File: src/rtl/hbi_pkg.sv
package hbi_pkg;
  typedef enum logic [1:0] {
    S_IDLE  = 2'd0,
    S_WRITE = 2'd1,
    S_READ  = 2'd2,
    S_DONE  = 2'd3
  } hbiState_t;

  typedef struct packed {
    logic wrEn;
    logic rdLoad;
    logic oe;
  } hbiCtl_t;
endpackage

File: src/rtl/hbi_sync.sv
module hbi_sync #(
  parameter int WIDTH = 1,
  parameter logic [WIDTH-1:0] RESET_VAL = '0
) (
  input  logic             clk,
  input  logic             rstN,
  input  logic [WIDTH-1:0] asyncIn,
  output logic [WIDTH-1:0] syncOut
);
  logic [WIDTH-1:0] stage1;

  always_ff @(posedge clk or negedge rstN) begin
    if (!rstN) begin
      stage1  <= RESET_VAL;
      syncOut <= RESET_VAL;
    end else begin
      stage1  <= asyncIn;
      syncOut <= stage1;
    end
  end
endmodule

File: src/rtl/hbi_ctrl.sv
module hbi_ctrl
  import hbi_pkg::*;
(
  input  logic    clk,
  input  logic    rstN,
  input  logic    modeSel,
  input  logic    csSync,
  input  logic    rdSync,
  input  logic    wrSync,
  output hbiCtl_t ctl,
  output logic    readyN
);
  hbiState_t state, nextState;
  logic      readCycle;
  logic      strobeLow;
  logic      wantRead;

  // Mode 0: either strobe low starts a cycle. Mode 1: the data strobe starts it and wrSync gives direction.
  always_comb begin
    strobeLow = modeSel ? !rdSync : (!rdSync || !wrSync);
    wantRead  = modeSel ? wrSync  : !rdSync;
  end

  always_comb begin
    nextState = state;
    case (state)
      S_IDLE:  if (!csSync && strobeLow) nextState = wantRead ? S_READ : S_WRITE;
      S_WRITE: nextState = csSync ? S_IDLE : S_DONE;
      S_READ:  nextState = csSync ? S_IDLE : S_DONE;
      S_DONE:  if (csSync || !strobeLow) nextState = S_IDLE;
      default: nextState = S_IDLE;
    endcase
  end

  always_ff @(posedge clk or negedge rstN) begin
    if (!rstN) begin
      state     <= S_IDLE;
      readCycle <= 1'b0;
    end else begin
      state <= nextState;
      if (state == S_IDLE && nextState != S_IDLE) readCycle <= wantRead;
    end
  end

  always_comb begin
    ctl.wrEn   = (state == S_WRITE);
    ctl.rdLoad = (state == S_READ);
    ctl.oe     = (state == S_DONE) && readCycle;
    readyN     = !(state == S_DONE);
  end

  // a released chip select drops the acknowledge and the driver next cycle
  p_cs_release_r8: assert property (@(posedge clk) disable iff (!rstN)
    csSync |=> (readyN && !ctl.oe));

  // no cycle starts while chip select is high
  p_no_start_r3: assert property (@(posedge clk) disable iff (!rstN)
    (state == S_IDLE && csSync) |=> (state == S_IDLE));

  // a write pulse to the bank lasts one cycle
  p_single_write_r9: assert property (@(posedge clk) disable iff (!rstN)
    ctl.wrEn |=> !ctl.wrEn);

  // a write with chip select held is acknowledged without driving the bus
  p_write_ack_r10: assert property (@(posedge clk) disable iff (!rstN)
    (ctl.wrEn && !csSync) |=> (!readyN && !ctl.oe));
endmodule

File: src/rtl/hbi_datapath.sv
module hbi_datapath
  import hbi_pkg::*;
#(
  parameter int ADDR_W = 8,
  parameter int DATA_W = 8
) (
  input  logic              clk,
  input  logic              rstN,
  input  logic              aleSync,
  input  logic [ADDR_W-1:0] addrSync,
  input  logic [DATA_W-1:0] dataSync,
  input  hbiCtl_t           ctl,
  output logic [DATA_W-1:0] dataOut
);
  localparam int DEPTH = 1 << ADDR_W;

  logic [ADDR_W-1:0] addrLatch;
  logic [DATA_W-1:0] regBank [DEPTH];

  always_ff @(posedge clk or negedge rstN) begin
    if (!rstN) addrLatch <= '0;
    else if (aleSync) addrLatch <= addrSync;
  end

  always_ff @(posedge clk or negedge rstN) begin
    if (!rstN) begin
      for (int i = 0; i < DEPTH; i++) regBank[i] <= '0;
    end else if (ctl.wrEn) begin
      regBank[addrLatch] <= dataSync;
    end
  end

  always_ff @(posedge clk or negedge rstN) begin
    if (!rstN) dataOut <= '0;
    else if (ctl.rdLoad) dataOut <= regBank[addrLatch];
  end

  // the latched address is frozen while the latch strobe is low
  p_addr_hold_r2: assert property (@(posedge clk) disable iff (!rstN)
    !aleSync |=> $stable(addrLatch));

  // driven read data does not move while the driver stays on
  p_read_stable_r5: assert property (@(posedge clk) disable iff (!rstN)
    (ctl.oe && $past(ctl.oe)) |-> $stable(dataOut));
endmodule

File: src/rtl/hbi_top.sv
module hbi_top
  import hbi_pkg::*;
#(
  parameter int ADDR_W = 8,
  parameter int DATA_W = 8
) (
  input  logic              clk,
  input  logic              rstN,
  input  logic              modeSel,
  input  logic              csN,
  input  logic              ale,
  input  logic [ADDR_W-1:0] addrIn,
  input  logic              rdN,
  input  logic              wrN,
  input  logic [DATA_W-1:0] dataIn,
  output logic [DATA_W-1:0] dataOut,
  output logic              dataOe,
  output logic              readyN
);
  logic [3:0]        ctlSync;
  logic [ADDR_W-1:0] addrSync;
  logic [DATA_W-1:0] dataSync;
  hbiCtl_t           ctl;

  hbi_sync #(.WIDTH(4), .RESET_VAL(4'b1110)) u_syncCtl (
    .clk(clk), .rstN(rstN), .asyncIn({csN, rdN, wrN, ale}), .syncOut(ctlSync));
  hbi_sync #(.WIDTH(ADDR_W)) u_syncAddr (
    .clk(clk), .rstN(rstN), .asyncIn(addrIn), .syncOut(addrSync));
  hbi_sync #(.WIDTH(DATA_W)) u_syncData (
    .clk(clk), .rstN(rstN), .asyncIn(dataIn), .syncOut(dataSync));

  hbi_ctrl u_ctrl (
    .clk(clk), .rstN(rstN), .modeSel(modeSel),
    .csSync(ctlSync[3]), .rdSync(ctlSync[2]), .wrSync(ctlSync[1]),
    .ctl(ctl), .readyN(readyN));

  hbi_datapath #(.ADDR_W(ADDR_W), .DATA_W(DATA_W)) u_dp (
    .clk(clk), .rstN(rstN), .aleSync(ctlSync[0]), .addrSync(addrSync),
    .dataSync(dataSync), .ctl(ctl), .dataOut(dataOut));

  assign dataOe = ctl.oe;
endmodule

File: config.mk
export PLATFORM = sky130hd
export DESIGN_NAME = hbi_top
export DESIGN_NICKNAME = d
export VERILOG_FILES = /design/src/rtl/hbi_pkg.sv /design/src/rtl/hbi_sync.sv /design/src/rtl/hbi_ctrl.sv /design/src/rtl/hbi_datapath.sv /design/src/rtl/hbi_top.sv
export SDC_FILE = /design/constraint.sdc
export NUM_CORES = 2
export LEC_CHECK = 0
export BUFFER_PORTS_ARGS = -buffer_cell sky130_fd_sc_hd__buf_2
export CORE_UTILIZATION = 30
export DETAILED_ROUTE_END_ITERATION = 12
export SETUP_SLACK_MARGIN = 0.05
export SYNTH_ARGS = -nofsm -noshare
export SYNTH_HDL_FRONTEND = slang
export SYNTH_HIERARCHICAL = 1
export SYNTH_SLANG_ARGS = --single-unit
export TNS_END_PERCENT = 10
File: constraint.sdc
create_clock -name clk -period 2.6 [get_ports clk]
set_input_delay 0.26 -clock clk [delete_from_list [all_inputs] [get_ports clk]]
set_output_delay 0.26 -clock clk [all_outputs]
set_load 0.05 [all_outputs]
# Word level (Yosys, flattened, before mapping)
# Cells that the tools add are included.
word_totals:
  input_bits: 23
  elab_cells: 299
  out_inout_bits: 10
  register_bits: 2107
op_classes:
  magnitude_cmp: 2
  n_reduce_logical: 14
  n_mux: 13
  n_bitwise: 1
  eq_ne: 3
ops:
  columns: ["op", "count"]
  rows:
  - ["$bwmux W2048", 1]
  - ["$bmux W8 S8", 1]
  - ["$demux W8 S8", 1]
  - ["$mux W8", 3]
  - ["$ge A9 B9 Y1 const B", 1]
  - ["$lt A9 B1 Y1 const B", 1]
  - ["$not A8 Y9", 1]
  - ["$mux W2", 4]
  - ["$pmux W2 S3", 1]
  - ["$logic_not A1 Y1", 5]
  - ["$eq A2 B2 Y1 const B", 2]
  - ["$logic_and A1 B1 Y1", 4]
  - ["$eq A2 B1 Y1 const B", 1]
  - ["$logic_not A2 Y1", 1]
  - ["$logic_or A1 B1 Y1", 2]
  - ["$mux W1", 2]
  - ["$reduce_bool A2 Y1", 1]
  - ["$reduce_or A2 Y1", 1]

# Longest topological paths before layout
logic_depth:
  word_depth: 9
  depth_mapped: 12
  mapped_depth_nobuf: 7

# Cells and area by module
# Netlist, hierarchy kept.
modules_own_cells:
  columns: ["module", "area_each_um2", "instances", "seq_area_each_um2", "cells_per_inst"]
  rows:
  - ["hbi_datapath", 94364.3, 1, 51649.5, 6073]
  - ["hbi_sync at u_syncAddr ...", 400.4, 2, 400.4, 16]
  - ["hbi_ctrl", 266.5, 1, 75.1, 27]
  - ["hbi_sync at u_syncCtl", 207.7, 1, 207.7, 8]

# Worst setup path after synthesis
# Ideal clock, no wire load.
synth_timing:
  path_type: "register -> register"
  startpoint: "register u_dp.addrLatch[0]"
  endpoint: "register u_dp.dataOut[3]"
  t_arrival_ns: 2.284
  setup_ns: 0.142
  path_stages_with_launch: 8
  t_required_ns: 2.458
  synth_period_minus_slack_ns: 2.426
  slack_ns: 0.174
  path_buffers: 3
  path_cell_list: "dfrtp_1 buf_4 buf_4 buf_2 mux4_2 mux4_2 a211oi_1 a41oi_1"
synth_between:
  elab_chain_cells: 4
synth_lines:
  columns: ["item", "line_no", "rtl"]
  rows:
  - ["start: declaration", "hbi_datapath.sv:17", "logic [ADDR_W-1:0] addrLatch;"]
  - ["start signal: assignment", "hbi_datapath.sv:22", "else if (aleSync) addrLatch <= addrSync;"]
  - ["$not A8 Y9 (not written as such)", "hbi_datapath.sv:35", "else if (ctl.rdLoad) dataOut <= regBank[addrLatch];"]
  - ["$bmux W8 S8", "hbi_datapath.sv:35", null]
  - ["$mux W8 (not written as such) (2 in series)", "hbi_datapath.sv:35", null]
  - ["end signal: assignment", "hbi_datapath.sv:35", null]
  - ["end: declaration", "hbi_datapath.sv:13", "output logic [DATA_W-1:0] dataOut"]
# No other way between the ends. The select of a mux whose other input is x is not followed.
# A chain may end at the register's enable or synchronous reset.

# Final worst setup path
layout_timing:
  startpoint: "register u_dp.addrLatch[0]"
  endpoint: "register u_dp.dataOut[7]"
# The elaborated chain is that of the path after synthesis.

==> results.toml <==
[min_path]
min_path_type = "in -> reg"

[cells_and_area]
layout_commonest_cell = "mux2_2"
area_growth_pct = 24.78
final_cell_mix = "2100 x mux2_2, 2086 x dfrtp_1, 665 x buf_4"
layout-drive-gt1-share_pct = 59.28
layout.nets = 7005

[power_and_ir_drop]
p_int_mw = 59.49
p_switching_mw = 20.63
powerDensity_nw_per_um2 = 671.4
pwr-share-seq_pct = 45.1
leakagePower_nw = 56.15
power_frac_clock_pct = 41.3
fin_total_pwr_mw = 80.12
combPwrFrac_pct = 13.6
p_sw_share_pct = 25.75
peakVddDrop_mv = 0.5465

[critical_path]
cp.buffers_inverters = 7
end_kind = "flip-flop"
cp_max_fo = 7
cp-start-kind = "flip-flop"
worst_ep_arrival_time_ns = 3.72
path_cells = "buf_6 -> buf_12 -> buf_16 -> buf_16 -> buf_8 -> mux4_2 -> nand2_2 -> and3_1 -> nor4_1 -> buf_4 -> o32ai_4 -> buf_4 -> a41oi_2"
crit_type = "reg -> reg"
crit_required_ns = 3.39
critPathMaxStageDelay_ns = 0.52
critPathSlowestCell = "dfrtp_4"
critical-path-top-delay-family = "buffers and inverters"

[clock_network]
clock-root-buffer = "clkbuf_16"
numCtsBuffers = 225
h-tree-depth = 4
clock_sinks = 2107
clk_path_buf_depth = 4
worstSkewPairLatency_ns = 0.93
cts_tree = "done"
clk_pin_slew_ns = 0.06

[yosys]
yosysWarnings = 6
synth_area_sq_um = 95640
ys_async_sr_fraction_pct = 100.0
avgSynthCellArea_sq_um = 15.58
synth_edf_count = 0
ys_seq_area_share_pct = 55.14
synth_fp_nets = 6167
syn_inst = 6140
ys_ff_latch = 2107
ys.flop_type = "dfrtp_1"
synthDistinctLibCells = 74

[grt]
grt_max_degree = 145
gr-total-overflow = 0
grt_pass1_wl_microns = 436500
grt_pass1_vias = 62840
gr-usage-all-layers_pct = 18.04
antenna_found_initial = 6

[timing]
setup_viol = 117
slew_violations = 0
fin_crit_ns = 2.930
finalWorstSetupSlack_ns = -0.3297
relSlewSlack_pct = 12.35
hold_viol = 0
tightest_slew_ns = 1.315
tns_ns = -5.533
finClkSkew_ns = 0.09274
period_share_pct = 112.7
fmax_mhz = 341.3
rsz0062_at_grt = "yes"

[drt]
drt_iter0_markers = 4226
dr.pass1.iters = 7
antenna_left = 0
drc_errors = 0
num_vias = 58790
drt_wl_total_microns = 291500
avgRoutedWirePerCell_microns = 25.75
viasPerCell = 5.193

[status]
violations = "negative setup slack"
status = "finished, violations left"

[floorplanning]
row_count = 206
die_area_sq_um = 321100
pin_count = 33
die_w_microns = 566.6
initial_core_util_pct = 30.27
coreArea_sq_um = 316000
die_height_microns = 566.6

[place]
dpl_worst_slack_ns = -0.8503
gp_congestion = 0.8642
port_buffers = 32
hpwl_microns = 199300

[flow_run]
cap_violations = 0
## Yosys cell counts (7+ instances only)
cell type	instances	area, sq um
nor3_1	12	60.06
a32oi_1	10	87.58
a31oi_1	11	68.82
nand3_1	43	215.2
o221ai_1	7	61.31
buf_1	18	67.56
a221oi_1	12	105.1
nand2b_1	8	50.05
nor2b_1	13	81.33
o21ai_0	28	140.1
and3_1	9	56.30
mux2i_1	151	1511
nor4_1	8	50.05
inv_1	7	26.28
buf_4	45	337.8
o22a_1	10	87.58
mux4_2	476	10720
nand2_1	175	656.9
a211oi_1	9	67.56
nand2_2	9	56.30
a22oi_1	59	442.9
nand4_1	17	106.4
nor2_4	37	416.7
nor2_1	120	450.4
dfrtp_1	2101	52580
nor2_2	63	394.1
mux2_2	2101	23660
buf_2	103	515.5
o22ai_1	67	419.2
clkbuf_1	285	1070
a21oi_1	37	185.2
## what timing repair did
| item | 4_1_cts | 5_1_grt |
|---|---|---|
| gates cloned | 10 | 1 |
| hold endpoints to repair | 649 | 0 |
| hold buffers | 34 | 0 |
| buffers inserted | 42 | 9 |
| endpoints found under the setup margin | 1819 | 1031 |
| gates resized for setup | 181 | 32 |
| pin swaps | 47 | 8 |
## area by class of cell
| type | count | area, sq um |
|---|---|---|
| clock buffers | 325 | 6599 |
| well taps | 4160 | 5205 |
| inverters | 8 | 38.79 |
| diodes | 5 | 12.51 |
| clock inverters | 80 | 1008 |
| multi-input cells | 3568 | 41640 |
| repair buffers | 1068 | 12050 |
| flip-flops and latches | 2107 | 52780 |
| fillers | 29360 | 196700 |
## per-layer routing
layer,wire length [microns],GRT usage [%]
met1,125500,24.22
met2,139300,29.30
met3,14720,2.771
met4,11930,6.918
met5,13,0
## power by group through the flow
stage | clock network [mW] | logic (mW) | registers (mW)
final | 33.1 | 10.9 | 36.1
after global routing | 35.1 | 11.5 | 36.3
after CTS | 33.8 | 10.9 | 36.1
after detailed placement | 0 | 10.2 | 36.7
after global placement | 0 | 10.1 | 36.5
after floorplan | 0 | 5.40 | 36.2
## worst paths after layout
path	startpoint	endpoint	slack, ns	depth (start not counted)
max in group asynchronous	rstN	u_dp/dataOut[5]$_DFFE_PN0P_	0.95	5
min in group asynchronous	rstN	u_dp/regBank[1078]$_DFFE_PN0P_	0.52	3
worst max-delay path	u_dp/addrLatch[0]$_DFFE_PN0P_	u_dp/dataOut[7]$_DFFE_PN0P_	-0.33	13
worst max register to register	u_dp/addrLatch[0]$_DFFE_PN0P_	u_dp/dataOut[7]$_DFFE_PN0P_	-0.33	13
worst min-delay path	addrIn[3]	u_syncAddr/stage1[3]$_DFF_PN0_	0.04	2
worst min register to register	u_syncData/stage1[4]$_DFF_PN0_	u_syncData/syncOut[4]$_DFF_PN0_	0.35	0
## worst reg2reg max path: cells and delay by family (launching register included)
| family | cells | cell delay [ns] |
|---|---|---|
| buffers and inverters | 7 | 1.09 |
| flip-flops | 1 | 0.52 |
| AO/OA/AOI/OAI | 2 | 0.50 |
| multiplexers | 1 | 0.43 |
| AND/OR/NAND/NOR | 3 | 0.30 |
## metrics by stage
step	util [%]	hold slack, ns	cells	area, sq um
after floorplan	-	-0.03559	6140	95640
after global placement	34.67	0.3081	10820	109600
after detailed placement	34.67	0.3141	10820	109600
after CTS	37.68	0.002703	11310	119100
after global routing	37.76	0.02761	11320	119300
final	37.76	0.04231	11320	119300
## cell families after synthesis
kind of cell               share of synthesized area, %
muxes                                             37.56
DFF                                               55.14
and+or+nand+nor                                   2.985
buffers and inverters                             2.177
AOI/OAI and AO/OA                                 2.080
adders and majority gates                       0.05233
xor gates and xnor gates                       0.009159
## sequential cells by signal, indices dropped and copies added (netlist names)
name,flops
u_dp/regBank,2048
u_syncCtl/stage1,4
u_syncAddr/syncOut,8
u_syncData/stage1,8
u_dp/addrLatch,8
u_syncAddr/stage1,8
u_syncCtl/syncOut,4
u_syncData/syncOut,8
u_dp/dataOut,8
u_ctrl/state,2
u_ctrl/readCycle,1
No activity file was read; power rests on OpenSTA's default activity.
